[config.mk]
export PLATFORM = sky130hd
export DESIGN_NAME = fwh_rd_init
export DESIGN_NICKNAME = d
export VERILOG_FILES = /design/src/rtl/fwh_pkg.sv /design/src/rtl/fwh_hdr_mux.sv /design/src/rtl/fwh_sync_timer.sv /design/src/rtl/fwh_byte_pack.sv /design/src/rtl/fwh_rd_init.sv
export SDC_FILE = /design/constraint.sdc
export NUM_CORES = 1
export LEC_CHECK = 0
export BUFFER_PORTS_ARGS = -buffer_cell sky130_fd_sc_hd__buf_2
export CORE_ASPECT_RATIO = 2
export CORE_MARGIN = 2
export CORE_UTILIZATION = 26
export DETAILED_ROUTE_END_ITERATION = 10
export PLACE_DENSITY = 0.46
export REMOVE_ABC_BUFFERS = 1
export SYNTH_ARGS = -nofsm -noshare
export SYNTH_HDL_FRONTEND = slang
export SYNTH_SLANG_ARGS = --single-unit
[constraint.sdc]
create_clock -name clk -period 3.5 [get_ports clk]
set_clock_uncertainty 0.05 [all_clocks]
set_input_delay 0.525 -clock clk [delete_from_list [all_inputs] [get_ports clk]]
set_output_delay 0.525 -clock clk [all_outputs]
set_load 0.02 [all_outputs]
[src/rtl/fwh_pkg.sv]
package fwh_pkg;
  typedef enum logic [2:0] {
    ST_IDLE, ST_HDR, ST_TAR0, ST_TAR1, ST_SYNC, ST_DATA, ST_CTAR0, ST_CTAR1
  } fwh_state_e;

  localparam int NIB_W = 4;
  localparam logic [NIB_W-1:0] NIB_START = 4'hD;
  localparam logic [NIB_W-1:0] NIB_TAR   = 4'hF;
  localparam logic [NIB_W-1:0] NIB_READY = 4'h0;
endpackage

[src/rtl/fwh_hdr_mux.sv]
module fwh_hdr_mux
  import fwh_pkg::*;
#(
  parameter int ADDR_W = 28,
  parameter int IDX_W  = 4
) (
  input  logic [IDX_W-1:0]  idx,
  input  logic [NIB_W-1:0]  id,
  input  logic [ADDR_W-1:0] addr,
  input  logic [NIB_W-1:0]  size,
  output logic [NIB_W-1:0]  nib
);
  localparam int ADDR_NIBS = ADDR_W / NIB_W;

  logic [NIB_W-1:0] addr_nib [ADDR_NIBS];

  // most significant nibble at position 0
  for (genvar g = 0; g < ADDR_NIBS; g++) begin : g_split
    assign addr_nib[g] = addr[ADDR_W-1-NIB_W*g -: NIB_W];
  end

  always_comb begin
    nib = size;
    if (idx == IDX_W'(0)) nib = NIB_START;
    else if (idx == IDX_W'(1)) nib = id;
    for (int k = 0; k < ADDR_NIBS; k++) begin
      if (idx == IDX_W'(k + 2)) nib = addr_nib[k];
    end
  end
endmodule

[src/rtl/fwh_sync_timer.sv]
module fwh_sync_timer #(
  parameter int TIMEOUT = 32
) (
  input  logic clk,
  input  logic rst_n,
  input  logic run,
  output logic expired
);
  localparam int TO_W = $clog2(TIMEOUT + 1);

  logic [TO_W-1:0] cnt;

  always_ff @(posedge clk or negedge rst_n) begin
    if (!rst_n)   cnt <= '0;
    else if (run) cnt <= cnt + TO_W'(1);
    else          cnt <= '0;
  end

  assign expired = run && (cnt == TO_W'(TIMEOUT - 1));
endmodule

[src/rtl/fwh_byte_pack.sv]
module fwh_byte_pack
  import fwh_pkg::*;
#(
  parameter int CNT_W = 8
) (
  input  logic             clk,
  input  logic             rst_n,
  input  logic             clear,
  input  logic [CNT_W-1:0] nbytes_m1,
  input  logic             nib_en,
  input  logic [NIB_W-1:0] nib,
  output logic             final_nib,
  output logic             byte_valid,
  output logic [7:0]       byte_data,
  output logic             byte_last
);
  logic             phase;
  logic [NIB_W-1:0] low_q;
  logic [CNT_W-1:0] cnt;
  logic             last_q;

  always_ff @(posedge clk or negedge rst_n) begin
    if (!rst_n) begin
      phase      <= 1'b0;
      low_q      <= '0;
      cnt        <= '0;
      byte_valid <= 1'b0;
      byte_data  <= '0;
      last_q     <= 1'b0;
    end else if (clear) begin
      phase      <= 1'b0;
      cnt        <= '0;
      byte_valid <= 1'b0;
      last_q     <= 1'b0;
    end else begin
      byte_valid <= 1'b0;
      if (nib_en) begin
        if (!phase) begin
          low_q <= nib;
          phase <= 1'b1;
        end else begin
          byte_data  <= {nib, low_q};
          byte_valid <= 1'b1;
          last_q     <= (cnt == nbytes_m1);
          cnt        <= cnt + CNT_W'(1);
          phase      <= 1'b0;
        end
      end
    end
  end

  assign final_nib = nib_en && phase && (cnt == nbytes_m1);
  assign byte_last = byte_valid && last_q;
endmodule

[src/rtl/fwh_rd_init.sv]
module fwh_rd_init
  import fwh_pkg::*;
#(
  parameter int ADDR_W  = 28,
  parameter int TIMEOUT = 32
) (
  input  logic              clk,
  input  logic              rst_n,
  input  logic              req_valid,
  output logic              req_ready,
  input  logic [3:0]        req_id,
  input  logic [ADDR_W-1:0] req_addr,
  input  logic [3:0]        req_size,
  output logic              frame_n,
  output logic [3:0]        bus_out,
  output logic              bus_oe,
  input  logic [3:0]        bus_in,
  output logic              rd_valid,
  output logic [7:0]        rd_data,
  output logic              rd_last,
  output logic              done,
  output logic              err
);
  localparam int ADDR_NIBS = ADDR_W / NIB_W;
  localparam int HDR_LEN   = ADDR_NIBS + 3;
  localparam int IDX_W     = $clog2(HDR_LEN + 1);
  localparam int CNT_W     = 8;

  fwh_state_e        state;
  logic [IDX_W-1:0]  idx;
  logic [NIB_W-1:0]  id_q, size_q, hdr_nib;
  logic [ADDR_W-1:0] addr_q;
  logic [CNT_W-1:0]  nbytes_m1;
  logic              accept, expired, final_nib;

  assign req_ready = (state == ST_IDLE);
  assign accept    = req_valid && req_ready;
  assign nbytes_m1 = (CNT_W'(1) << size_q[2:0]) - CNT_W'(1);

  always_ff @(posedge clk or negedge rst_n) begin
    if (!rst_n) begin
      state  <= ST_IDLE;
      idx    <= '0;
      id_q   <= '0;
      addr_q <= '0;
      size_q <= '0;
      done   <= 1'b0;
      err    <= 1'b0;
    end else begin
      done <= 1'b0;
      err  <= 1'b0;
      unique case (state)
        ST_IDLE: if (accept) begin
          id_q   <= req_id;
          addr_q <= req_addr;
          size_q <= req_size;
          idx    <= '0;
          state  <= ST_HDR;
        end
        ST_HDR: begin
          if (idx == IDX_W'(HDR_LEN - 1)) state <= ST_TAR0;
          else idx <= idx + IDX_W'(1);
        end
        ST_TAR0: state <= ST_TAR1;
        ST_TAR1: state <= ST_SYNC;
        ST_SYNC: begin
          if (bus_in == NIB_READY) state <= ST_DATA;
          else if (expired) begin
            state <= ST_IDLE;
            done  <= 1'b1;
            err   <= 1'b1;
          end
        end
        ST_DATA:  if (final_nib) state <= ST_CTAR0;
        ST_CTAR0: state <= ST_CTAR1;
        ST_CTAR1: begin
          state <= ST_IDLE;
          done  <= 1'b1;
        end
        default: state <= ST_IDLE;
      endcase
    end
  end

  fwh_hdr_mux #(.ADDR_W(ADDR_W), .IDX_W(IDX_W)) u_hdr (
    .idx(idx), .id(id_q), .addr(addr_q), .size(size_q), .nib(hdr_nib)
  );

  fwh_sync_timer #(.TIMEOUT(TIMEOUT)) u_timer (
    .clk(clk), .rst_n(rst_n), .run(state == ST_SYNC), .expired(expired)
  );

  fwh_byte_pack #(.CNT_W(CNT_W)) u_pack (
    .clk(clk), .rst_n(rst_n), .clear(accept), .nbytes_m1(nbytes_m1),
    .nib_en(state == ST_DATA), .nib(bus_in), .final_nib(final_nib),
    .byte_valid(rd_valid), .byte_data(rd_data), .byte_last(rd_last)
  );

  assign frame_n = !((state == ST_HDR) && (idx == '0));
  assign bus_oe  = (state == ST_HDR) || (state == ST_TAR0);
  assign bus_out = (state == ST_HDR) ? hdr_nib : NIB_TAR;
endmodule

==> results.md, run 1 <==
* Die Y at 174.8 um
* Top fanout value on the critical path at 13
* Root buf cell: clkbuf_16
* Max-slew headroom at the worst pin at 36.56%
* Startpoint Class: register
* Max VDD drop at approximately 0.00030 V
* Count of different cell masters after synthesis at 56
* CP dominant cell by count: nor2_1
* FFs w/ async S/R, synth at 100.0%
* Post-route clock period utilization at between 80% and 90%
* CTS H-tree depth at 3
* Max-slew violation count at 0
* Seq cells post-synth at 74
* Hold Path Class: input pin to asynchronous set/reset pin
* Post-synthesis sequential area ratio at 48.81%
* Die width at 89.42 um
* Largest net degree at the start of global routing at 75
* Max Cap Viol at 0
* Port Buf Inserts at 61
* CTS Sinks at 74
* Layout area overhead at 23.02%
* CP arrival at around 2.5 ns
* Synthesized area at about 3800 sq um
* Reg clk slew, reported paths at around 0.060 ns
* I/O pin total at 62
* Worst-path cell chain: inv_1 -> ha_1 -> nor2_1 -> nand3_1 -> nor2_1 -> o32a_1 -> o31ai_1 -> buf_2
* Tmin final at 3.023 ns
* Slowest CP cell: dfrtp_1
* Core area at about 14000 sq um
* Total CTS buffers at 9
* Worst-Skew Late Latency at about 0.34 ns
* Required time worst endpoint at approximately 2.9 ns
* Total length of routed wires at 9.601 mm
* Clk buf depth at 2
* Post-route antenna net violation count at 0
* RSZ-0062 raised after global routing: no
* Post-synth EDFFs at 0
* Layout cells sized above 1 at about a quarter
* Die ar. at ~16000 sq um
* Routed WL per cell at between 15 and 20 um
* Outcome: completed
* Core Util, Final at about a third
* GRT Total Usage at 13.28%
* Hold-fix buffers, CTS at 0
* Highest-count cells in the layout ignoring fill and taps: 74 x dfrtp_1, 60 x buf_2, 50 x nand2_1, 38 x nor2_1, 30 x mux2_2
* Worst reg2reg startpoint: state[0]$_DFFE_PN0P_
* Max Clock Freq at about 330 MHz
* Reg2reg path depth at 6
* Leading cell type in the layout, fill and taps excluded: dfrtp_1
* Crit Path Category: register to output port
* Initial DRC count at between 70 and 80
* GRT Residual Overflow at 0
* Vias in the first global route at roughly 3100
* Synth Warn # at 0
* Initial Util at between 20% and 30%
* Vias per cell at about 4.7
* Prevailing post-synth register cell: dfrtp_1
* Num rows at 62
* Fin Setup TNS at 0 ns
* Fin nets at around 500
* Setup Buffers After CTS at 0
* Detailed-route DRC error count at 0
* Post-CTS sizing at 0
* Pwr per Cell Area at a little under 900 nW/um^2
* P_leak at 2.096 nW
* Final hold vios at 0
* Worst-margin pin slew at about 0.95 ns
* Largest stage delay, worst path at between 0.4 and 0.5 ns
* Inserted Diodes at 0
* DR vias at approximately 3000
* Initial antenna violation count at 0
* CTS tree: done
* Reg2reg end: addr_q[18]$_DFFE_PN0P_
* Reg-to-reg setup timing slack at 1.16 ns
* First-pass GRT wire length at about 16 mm
* Pre-antenna DRT Iters at 4
* Worst setup EP type: output port
* Syn Area/Cell at 9.905 sq um
* DP HPWL at 7.224 mm
* Gpl congestion at approximately 0.77
* Syn Inst Count at roughly 380
* Setup violations, final at 0
==> cell families (layout without fill, tap and decap cells) <==
group                    after synthesis  after routing  share of synthesized area, %
multiplexers                          34             34                         10.09
adder cells (fa/ha/maj)               10             10                         3.298
XOR/XNOR                              10             10                         2.309
AO/OA/AOI/OAI                         81             81                         14.38
flip-flops                            74             74                         48.81
AND/OR/NAND/NOR                      138            138                         17.38
buffers and inverters                 36             97                         3.727
==> per-layer routing <==
layer  track usage (%)  wire length [um]
met1             13.46              3494
met4             6.592               291
met2             24.97              5534
met3             1.984               280
met5                 0                 0
==> cell usage after synthesis, drive strengths merged (3+ instances only) <==
library cell | count | area share (%)
a21oi | 19 | 2.5
mux2 | 34 | 10
o31ai | 4 | 0.79
nor2b | 4 | 0.66
o21a | 3 | 0.59
buf | 5 | 0.66
ha | 10 | 3.3
o22ai | 4 | 0.66
nand4 | 3 | 0.49
nand2b | 12 | 2.0
nand2 | 50 | 4.9
inv | 17 | 1.7
clkbuf | 14 | 1.4
nand3 | 8 | 1.1
a21o | 3 | 0.59
nor4 | 3 | 0.89
or3 | 3 | 0.49
o211ai | 3 | 0.59
a221oi | 3 | 0.69
dfrtp | 74 | 49
xor2 | 4 | 0.92
o21ai | 19 | 2.5
nor2 | 38 | 3.8
and2 | 4 | 0.66
xnor2 | 6 | 1.4
==> through the flow <==
stage	total power [mW]	hold slack [ns]	cells	cell area (sq um)	worst slack, ns
2_1_floorplan	2.521	0.1794	364	3716	0.6277
3_3_place_gp	3.004	0.4111	620	4300	0.8878
3_5_place_dp	3.030	0.4076	620	4300	0.8063
4_1_cts	4.196	0.3374	636	4667	0.4332
5_1_grt	4.442	0.3621	636	4667	0.3048
6_report	4.128	0.2940	636	4667	0.4773
==> final cells by class <==
cell class | instances | area (sq um)
timing repair buffer | 64 | 342.8
clock inverter | 7 | 141.4
clock buffer | 9 | 225.2
fill | 1535 | 9684
multi-input combinational | 273 | 1802
inverter | 17 | 63.81
tap | 192 | 240.2
sequential | 74 | 1852
==> state kept, by name (all words and copies together) (netlist names) <==
register / count
u_pack.last_q: 1
u_pack.low_q: 4
size_q: 4
idx: 4
addr_q: 28
id_q: 4
state: 3
u_pack.phase: 1
u_pack.byte_valid: 1
done: 1
u_pack.byte_data: 8
err: 1
u_pack.cnt: 8
u_timer.cnt: 6
==> critical path: cells and delay by family, from the launching register on <==
| kind | cells | cell delay (ns) |
|---|---|---|
| adders and majority gates | 1 | 0.42 |
| DFF | 1 | 0.43 |
| AOI/OAI and AO/OA | 2 | 0.64 |
| and+or+nand+nor | 3 | 0.31 |
| buffers and inverters | 2 | 0.31 |
==> how the worst max path moves through the flow <==
stage / from / end / slack (ns) / depth (start not counted)
floorplan: state[0]$_DFFE_PN0P_ / addr_q[0]$_DFFE_PN0P_ / 0.63 / 5
global placement: idx[0]$_DFFE_PN0P_ / bus_out[2] / 0.89 / 8
detailed placement: idx[0]$_DFFE_PN0P_ / bus_out[2] / 0.81 / 8
CTS: idx[0]$_DFFE_PN0P_ / bus_out[2] / 0.43 / 8
global route: idx[0]$_DFFE_PN0P_ / bus_out[2] / 0.30 / 8
finish: idx[0]$_DFFE_PN0P_ / bus_out[2] / 0.48 / 8
==> power by group <==
group          internal, mW  switching [mW]  total (mW)
clock network         0.768           0.372        1.14
registers              1.21           0.307        1.52
logic                 0.666           0.800        1.47
total                  2.65            1.48        4.13
Note: power is estimated with default switching activity, not from simulation.
==> inputs of run 2 (changes only) <==
CORE_MARGIN = 5   (was 2)
SKIP_CTS_REPAIR_TIMING = 1   (was default)
==> run 2 against run 1 <==
Effect of this change:
- worst hold slack worse by 0.011 ns
- global-route usage down 1.2 points
- combinational power about the same
- fmax up 1.0%
- core utilization down 0.65 points
- clock-buffer cell count up 2
- sequential power about the same
- non-clock buffer count down 1
==> results.md, run 2 (synthesis gave the netlist of run 1 again) <==
* Outcome: completed
* Initial Util at 26.43% (unchanged)
* Max-slew violation count at 0 (unchanged)
* Port Buf Inserts at 61 (unchanged)
* Worst-margin pin slew at 0.9665 ns (+0.01488 ns)
* Max VDD drop at 0.0003373 V (+13%)
* Fin nets at 491 (-0.20%)
* Most flop-heavy register: addr_q
* Hold Path Class: input pin to asynchronous set/reset pin
* Initial DRC count at 57 (-20%)
* CP delay by family, top: compound AO/OA/AOI/OAI gates
* Reg clk slew, reported paths at 0.06 ns (about the same)
* Worst-Skew Late Latency at 0.34 ns (about the same)
* GRT Total Usage at 12.08% (-1.2 points)
* Crit Path Category: register to output port
* Top fanout value on the critical path at 15 (+2)
* Die width at 95.42 um (+6.7%)
* Max-slew headroom at the worst pin at 35.57% (-0.99 points)
* DR vias at 2977 (+0.51%)
* Biggest regs: addr_q (28), u_pack.byte_data (8), u_pack.cnt (8)
* Clk buf depth at 2 (unchanged)
* Inserted Diodes at 0 (unchanged)
* Tmin final at 2.992 ns (-0.03058 ns)
* Post-route antenna net violation count at 0 (unchanged)
* Routed WL per cell at 15.68 um (+3.9%)
* Highest-count cells in the layout ignoring fill and taps: 74 x dfrtp_1, 60 x buf_2, 50 x nand2_1, 38 x nor2_1, 30 x mux2_2
* Gpl congestion at 0.7985 (+4.0%)
* DP HPWL at 7.450 mm (+3.1%)
* Vias in the first global route at 3201 (+2.9%)
* Initial antenna violation count at 0 (unchanged)
* Total length of routed wires at 9.958 mm (+3.7%)
* Total CTS buffers at 9 (unchanged)
* Pre-antenna DRT Iters at 4 (unchanged)
* Layout area overhead at 20.58%
* Final hold vios at 0 (unchanged)
* CTS Sinks at 74 (unchanged)
* CP arrival at 2.42 ns (-0.03 ns)
* Required time worst endpoint at 2.92 ns (about the same)
* Num rows at 62 (unchanged)
* Power, Total at 3.856 mW (-6.6%)
* Pwr per Cell Area at 843.0 nW/um^2 (-4.7%)
* Max Cap Viol at 0 (unchanged)
* Slowest CP cell: dfrtp_1
* CTS H-tree depth at 3 (unchanged)
* CTS tree: done
* Startpoint Class: register
* Leading cell type in the layout, fill and taps excluded: dfrtp_1
* I/O pin total at 62 (unchanged)
* Design area at 4574 sq um (-2.0%)
* Setup violations, final at 0 (unchanged)
* Layout cells sized above 1 at 25.51% (-0.39 points)
* Fin Setup TNS at 0 ns (unchanged)
* Die Y at 180.8 um (+3.4%)
* Detailed-route DRC error count at 0 (unchanged)
* Post-route clock period utilization at 85.49% (-0.87 points)
* Max Clock Freq at 334.2 MHz (+1.0%)
* Root buf cell: clkbuf_16
* RSZ-0062 raised after global routing: no
* Largest stage delay, worst path at 0.43 ns (about the same)
* Core area at 14350 sq um (unchanged)
* First-pass GRT wire length at 15.94 mm (+1.9%)
* Worst setup EP type: output port
* P_leak at 2.039 nW (-2.7%)
* Largest net degree at the start of global routing at 75 (unchanged)
* GRT Residual Overflow at 0 (unchanged)
* Worst-path cell chain: ha_1 -> nor2_1 -> a221oi_1 -> o32a_1 -> o31ai_1 -> buf_2
* Max reg flops at 28 (unchanged)
* Vias per cell at 4.688 (+0.66%)
* CP Buf/Inv Count at 1 (-1)
* Post-DP Area at 4293 sq um (-0.17%)
* Die ar. at 17250 sq um (+10%)
run 2: layer usage:
layer  share of wire, %  up-vias  global-route usage (%)
met5                  0        -                       0
met4                2.2        0                   4.903
met3                4.1       15                   2.540
met2                 57       71                   23.20
met1                 36     1438                   12.05
li1                   -     1453                       -
run 2: final timing paths:
check | depth (start not counted) | end | slack (ns) | start
max reg2reg | 7 | state[1]$_DFFE_PN0P_ | 1.13 | idx[1]$_DFFE_PN0P_
max | 6 | bus_out[2] | 0.51 | idx[0]$_DFFE_PN0P_
max in group asynchronous | 1 | u_pack.cnt[4]$_DFFE_PN0P_ | 2.48 | rst_n
min | 1 | u_pack.byte_data[3]$_DFFE_PN0P_ | 0.28 | rst_n
min reg2reg | 2 | u_pack.byte_data[3]$_DFFE_PN0P_ | 0.42 | u_pack.low_q[3]$_DFFE_PN0P_
min in group clk | 3 | id_q[1]$_DFFE_PN0P_ | 0.34 | req_id[1]
run 2: report_power, final:
group | total [mW] | leakage, nW | switching (mW) | internal (mW)
clock | 0.870 | 0.124 | 0.369 | 0.502
sequential | 1.52 | 0.930 | 0.308 | 1.21
combinational | 1.46 | 0.985 | 0.800 | 0.664
run 2: cell type report:
cell class | instances | area [sq um]
Tap cell | 192 | 240.2
Multi-Input combinational cell | 273 | 1802
Fill cell | 1511 | 9777
Timing Repair Buffer | 63 | 335.3
Clock inverter | 5 | 38.79
Clock buffer | 11 | 242.7
Inverter | 17 | 63.81
Sequential cell | 74 | 1852
run 2: per-stage QoR:
stage	setup slack (ns)	hold WS [ns]	cells	utilization [%]
2_1_floorplan	0.6277	0.1794	364	-
3_3_place_gp	0.8871	0.4040	619	29.91
3_5_place_dp	0.8754	0.4057	619	29.91
4_1_cts	0.5033	0.3268	635	31.87
5_1_grt	0.3227	0.3453	635	31.87
6_report	0.5079	0.2833	635	31.87
run 2: worst register-to-register path: stages, from the launching register on:
cell	delay, ns
dfrtp_1	0.43
inv_1	0.10
ha_1	0.44
nand3b_1	0.18
a21o_1	0.25
or2_1	0.25
or4_1	0.52
nand3b_1	0.09
